File: src/rtl/comp_pkg.sv
package comp_pkg;
  localparam int NUM_LAYERS = 3;
  localparam int PIX_W      = 16;
  localparam int OPQ_BIT    = PIX_W - 1;

  typedef struct packed {
    logic load;       // accept request, compute row origin
    logic issue;      // read one word per layer this cycle
    logic issueLast;  // this read is the final one of the line
    logic emptyMark;  // zero-width request: completion marker only
  } ctrl_s;
endpackage

File: src/rtl/comp_ctrl.sv
module comp_ctrl
  import comp_pkg::*;
#(
  parameter int COORD_W = 10
) (
  input  logic               clk,
  input  logic               rstN,
  input  logic               start,
  input  logic [COORD_W-1:0] lineWidth,
  output ctrl_s              ctl
);
  typedef enum logic {ST_IDLE, ST_RUN} state_e;

  state_e             state;
  logic [COORD_W-1:0] remCnt;

  always_comb begin
    ctl           = '0;
    ctl.load      = (state == ST_IDLE) && start;
    ctl.emptyMark = ctl.load && (lineWidth == '0);
    ctl.issue     = (state == ST_RUN);
    ctl.issueLast = ctl.issue && (remCnt == COORD_W'(1));
  end

  always_ff @(posedge clk) begin
    if (!rstN) begin
      state  <= ST_IDLE;
      remCnt <= '0;
    end else if (ctl.load && !ctl.emptyMark) begin
      state  <= ST_RUN;
      remCnt <= lineWidth;
    end else if (ctl.issue) begin
      remCnt <= remCnt - COORD_W'(1);
      if (ctl.issueLast) state <= ST_IDLE;
    end
  end
endmodule

File: src/rtl/comp_datapath.sv
module comp_datapath
  import comp_pkg::*;
#(
  parameter int ADDR_W  = 16,
  parameter int COORD_W = 10,
  parameter int PITCH_W = 11
) (
  input  logic               clk,
  input  logic               rstN,
  input  ctrl_s              ctl,
  input  logic [ADDR_W-1:0]  baseArr   [NUM_LAYERS],
  input  logic [PITCH_W-1:0] linePitch,
  input  logic [COORD_W-1:0] startX,
  input  logic [COORD_W-1:0] startY,
  input  logic [PIX_W-1:0]   rdDataArr [NUM_LAYERS],
  output logic [ADDR_W-1:0]  rdAddrArr [NUM_LAYERS],
  output logic               rdEn,
  output logic               pixValid,
  output logic [PIX_W-1:0]   pixData,
  output logic               pixLast,
  output logic               lineDone
);
  logic [ADDR_W-1:0] rowOrigin;
  logic              s1Valid, s1Last, s1Empty, s2Empty;
  logic [PIX_W-1:0]  picked;

  assign rowOrigin = ADDR_W'(startY) * ADDR_W'(linePitch) + ADDR_W'(startX);
  assign rdEn      = ctl.issue;

  for (genvar g = 0; g < NUM_LAYERS; g++) begin : g_layer
    logic [ADDR_W-1:0] cursor;
    always_ff @(posedge clk) begin
      if (!rstN)          cursor <= '0;
      else if (ctl.load)  cursor <= baseArr[g] + rowOrigin;
      else if (ctl.issue) cursor <= cursor + ADDR_W'(1);
    end
    assign rdAddrArr[g] = cursor;
  end

  // lowest-numbered opaque layer wins; scan from the weakest upward
  always_comb begin
    picked = '0;
    for (int l = NUM_LAYERS - 1; l >= 0; l--) begin
      if (rdDataArr[l][OPQ_BIT]) picked = {1'b0, rdDataArr[l][OPQ_BIT-1:0]};
    end
  end

  always_ff @(posedge clk) begin
    if (!rstN) begin
      s1Valid  <= 1'b0;
      s1Last   <= 1'b0;
      s1Empty  <= 1'b0;
      s2Empty  <= 1'b0;
      pixValid <= 1'b0;
      pixLast  <= 1'b0;
      pixData  <= '0;
      lineDone <= 1'b0;
    end else begin
      s1Valid  <= ctl.issue;
      s1Last   <= ctl.issueLast;
      s1Empty  <= ctl.emptyMark;
      s2Empty  <= s1Empty;
      pixValid <= s1Valid;
      pixLast  <= s1Last;
      if (s1Valid) pixData <= picked;
      lineDone <= (pixValid && pixLast) || s2Empty;
    end
  end
endmodule

File: src/rtl/layer_compositor.sv
module layer_compositor
  import comp_pkg::*;
#(
  parameter int ADDR_W  = 16,
  parameter int COORD_W = 10,
  parameter int PITCH_W = 11
) (
  input  logic               clk,
  input  logic               rstN,
  input  logic               start,
  input  logic [ADDR_W-1:0]  base0,
  input  logic [ADDR_W-1:0]  base1,
  input  logic [ADDR_W-1:0]  base2,
  input  logic [PITCH_W-1:0] linePitch,
  input  logic [COORD_W-1:0] startX,
  input  logic [COORD_W-1:0] startY,
  input  logic [COORD_W-1:0] lineWidth,
  output logic               rdEn,
  output logic [ADDR_W-1:0]  rdAddr0,
  output logic [ADDR_W-1:0]  rdAddr1,
  output logic [ADDR_W-1:0]  rdAddr2,
  input  logic [15:0]        rdData0,
  input  logic [15:0]        rdData1,
  input  logic [15:0]        rdData2,
  output logic               pixValid,
  output logic [15:0]        pixData,
  output logic               pixLast,
  output logic               lineDone
);
  ctrl_s             ctl;
  logic [ADDR_W-1:0] baseArr   [NUM_LAYERS];
  logic [ADDR_W-1:0] rdAddrArr [NUM_LAYERS];
  logic [PIX_W-1:0]  rdDataArr [NUM_LAYERS];

  assign baseArr[0]   = base0;
  assign baseArr[1]   = base1;
  assign baseArr[2]   = base2;
  assign rdDataArr[0] = rdData0;
  assign rdDataArr[1] = rdData1;
  assign rdDataArr[2] = rdData2;
  assign rdAddr0      = rdAddrArr[0];
  assign rdAddr1      = rdAddrArr[1];
  assign rdAddr2      = rdAddrArr[2];

  comp_ctrl #(.COORD_W(COORD_W)) u_ctrl (
    .clk(clk), .rstN(rstN), .start(start), .lineWidth(lineWidth), .ctl(ctl)
  );

  comp_datapath #(.ADDR_W(ADDR_W), .COORD_W(COORD_W), .PITCH_W(PITCH_W)) u_dp (
    .clk(clk), .rstN(rstN), .ctl(ctl), .baseArr(baseArr), .linePitch(linePitch),
    .startX(startX), .startY(startY), .rdDataArr(rdDataArr), .rdAddrArr(rdAddrArr),
    .rdEn(rdEn), .pixValid(pixValid), .pixData(pixData), .pixLast(pixLast),
    .lineDone(lineDone)
  );
endmodule

File: config.mk
export PLATFORM = sky130hd
export DESIGN_NAME = layer_compositor
export DESIGN_NICKNAME = d
export VERILOG_FILES = /design/src/rtl/comp_pkg.sv /design/src/rtl/comp_ctrl.sv /design/src/rtl/comp_datapath.sv /design/src/rtl/layer_compositor.sv
export SDC_FILE = /design/constraint.sdc
export NUM_CORES = 1
export LEC_CHECK = 0
export CAP_MARGIN = 20
export CORE_UTILIZATION = 40
export DETAILED_ROUTE_END_ITERATION = 7
export HOLD_SLACK_MARGIN = 0.15
export PLACE_DENSITY_LB_ADDON = 0.05
export SYNTH_ARGS = -nofsm -noshare
export SYNTH_HDL_FRONTEND = slang
export SYNTH_SLANG_ARGS = --single-unit
File: constraint.sdc
create_clock -name clk -period 10.7 [get_ports clk]
set_clock_uncertainty 0.2 [all_clocks]
set_input_delay 2.14 -clock clk [delete_from_list [all_inputs] [get_ports clk]]
set_output_delay 2.14 -clock clk [all_outputs]
set_load 0.01 [all_outputs]
==> results_dict.tcl <==
set metrics [dict create \
    status "finished clean" \
    numCtsBuffers 9 \
    synth_area_leaders "dfxtp_1 17%, fa_1 16%, ha_1 12%" \
    clk_path_buf_depth 2 \
    reg2reg_slack_ns 7.53 \
    core.rowCount 56 \
    drt_wl_total_um 27600 \
    cp.required_ns 10.76 \
    postCtsSetupRepairBufs 0 \
    grt_pass1_wl_um 43900 \
    final_common_cell "clkdlybuf4s50_1" \
    synth_ff_type "dfxtp_1" \
    dr_total_vias 8810 \
    synth_top_cell_by_area "dfxtp_1" \
    port_buffers 206 \
    die_h_um 156 \
    avgViaCountPerCell 5.22 \
    cp_max_fo 11 \
    final_cell_mix "206 x clkdlybuf4s50_1, 121 x nand2_1, 117 x inv_1" \
    wl_per_cell_um 16.3 \
    final_area_um2 12100 \
    cts_resized 0 \
    dieArea_um2 24400 \
    dieWidth_um 156 \
    finalNonFillerCells 1687 \
    syn-instance-count 1191 \
    report.final.slew_viol_count 0 \
    startpoint_type "primary input" \
    area_growth_pct 26.7 \
    gp_congestion 0.846 \
    yosysUniqueCellTypes 72 \
    cts-root-buf "clkbuf_16" \
    hold_start "u_dp.s1Last" \
    drtIter0Drc 386 \
    seqCellArea_um2 1620 \
    synth_top_cell_area_share_pct 17.0 \
    ios 208 \
    coreArea_um2 23400 \
    hold_buffers 0 \
    critical_path_class "primary input to flip-flop" \
    grt_overflow 0 \
    r2r_cells 8 \
    worstSetupEndpoint "u_dp.g_layer[2].cursor[15]" \
    hold_class "flip-flop to flip-flop" \
    post_dp_cell_area_um2 11800 \
    synth_edf_count 0 \
    grt_pass1_vias 8496 \
    fillCellCount 2356 \
    setup_tns_ns 0 \
    cts_tree "built" \
    cp_data_arrival_time_ns 8.66 \
    syn_avg_cell_area_um2 7.99 \
    grtUsageTotal_pct 22.8 \
    syn_area_um2 9510 \
    r2r-end "u_dp.g_layer[0].cursor[15]" \
    relSlewSlack_pct 35.5 \
    grt_setup_unrepaired "false" \
    fmax_ghz 0.116 \
    cts_sinks 81 \
    multi_input_area_um2 7220 \
    yosys_warnings 0 \
    remaining_drc_errors 0 \
    ant_nets 0 \
    drt_first_pass_iters 7 \
    worstSetupEndpointType "flip-flop" \
    grt_max_degree 60 \
    start_util_pct 40.7 \
    dpl.hpwl_um 22500 \
    fin_crit_sh_pct 80.4 \
    clk_pin_slew_worst_paths_ns 0.06 \
    hold_viol 0 \
    htreeDepth 3 \
    cp-startpoint "startY[1]" \
    syn_nets 1498 \
    drive_gt1_share_pct 3.22 \
    ys_seq_area_share_pct 17.0 \
    worst_pin_slew_ns 0.966 \
    clkLatencyLatePin_ns 0.33 \
    finalSetupViolations 0 \
    ys_ff_latch 81 \
    dp_cells 1670 \
    final_nets 1669 \
    antenna_found_initial 4 \
    cap_violations 0 \
    period_needed_ns 8.60 \
    synth_async_sr_flop_share_pct 0 \
    crit-reg2reg-launch "u_ctrl.state" \
]
-- stage by stage --
step | hold WS, ns | setup slack (ns) | util (%)
2_1_floorplan | 0.212 | 2.56 | -
3_3_place_gp | 0.216 | 1.82 | 50.4
3_5_place_dp | 0.218 | 1.71 | 50.4
4_1_cts | 0.232 | 2.07 | 51.5
5_1_grt | 0.239 | 1.78 | 51.5
6_report | 0.234 | 2.10 | 51.5
-- state kept, by name (all words and copies together), names as in the netlist --
name                 cells
u_dp.pixValid            1
u_ctrl.remCnt           10
u_dp.pixData            15
u_dp.s2Empty             1
u_ctrl.state             1
u_dp.s1Valid             1
u_dp.g_layer.cursor     48
u_dp.lineDone            1
u_dp.s1Empty             1
u_dp.s1Last              1
u_dp.pixLast             1
-- cell families (layout without fill, tap and decap cells) --
logic type,Yosys count,in the layout,share of synthesized area [%]
simple gates,408,408,20.5
compound gates,284,284,19.7
buf+inv,170,346,7.05
fa+ha+maj,167,167,27.9
flops,81,81,17.0
xor+xnor,56,56,5.23
mux,24,24,2.54
other cells,1,2,0.0394
-- Yosys cell counts (5+ instances only) --
library cell,instances
nand2_1,121
inv_1,118
nor2_1,96
ha_1,92
a21oi_1,91
dfxtp_1,81
fa_1,75
and2_1,59
o21ai_0,44
clkbuf_1,40
nand3_1,39
xnor2_1,36
nor3_1,25
mux2i_1,23
xor2_1,19
a31oi_1,17
a21o_1,16
o21a_1,16
a22oi_1,14
nand4_1,13
and3_1,11
nor2b_1,10
o211ai_1,10
o21ai_1,9
o221ai_1,9
nand2b_1,7
nor4_1,7
a211oi_1,6
o21bai_1,6
a2111oi_0,5
a221oi_1,5
buf_1,5
or3_1,5
-- worst min-delay path by stage --
stage,slack [ns],to,cells after the start
final,0.23,u_dp.pixLast,1
after global routing,0.24,u_dp.pixLast,1
after CTS,0.23,u_dp.pixLast,1
after detailed placement,0.22,u_dp.pixLast,1
after global placement,0.22,u_dp.s2Empty,1
after floorplan,0.21,u_dp.pixLast,1
-- final cells by class --
cell class                      count  share of cell area, %
Antenna cell                        1                 0.0208
Clock buffer                       10                   1.90
Clock inverter                      6                  0.291
Inverter                          119                   3.70
Multi-Input combinational cell    940                   59.9
Sequential cell                    81                   13.5
Tap cell                          319                   3.31
Timing Repair Buffer              211                   17.4
-- metal layers --
metal  share of wire (%)  track usage, %
met5               0.098               0
met4                 1.1            4.72
met3                 4.5            2.88
met2                  49            40.1
met1                  45            29.7
-- worst max-delay path, cell delays in order --
cell and delay [ns]:
clkdlybuf4s50_1 0.67, nand2_1 0.13, fa_1 0.55, inv_1 0.05, fa_1 0.49, inv_1 0.05
fa_1 0.52, inv_1 0.05, fa_1 0.47, inv_1 0.05, fa_1 0.47, inv_1 0.04
ha_1 0.32, and3_1 0.20, and3_1 0.18, a211oi_2 0.37, o2bb2ai_4 0.19, xnor2_1 0.33
ha_1 0.37, or2_2 0.30, a21oi_1 0.18, a31oi_2 0.07, xnor2_2 0.15, a21boi_2 0.16
o31ai_2 0.16
Power is left out: the tool's default activity adds up to more than one toggle a clock period on the data nets, which glitch-free logic cannot reach.
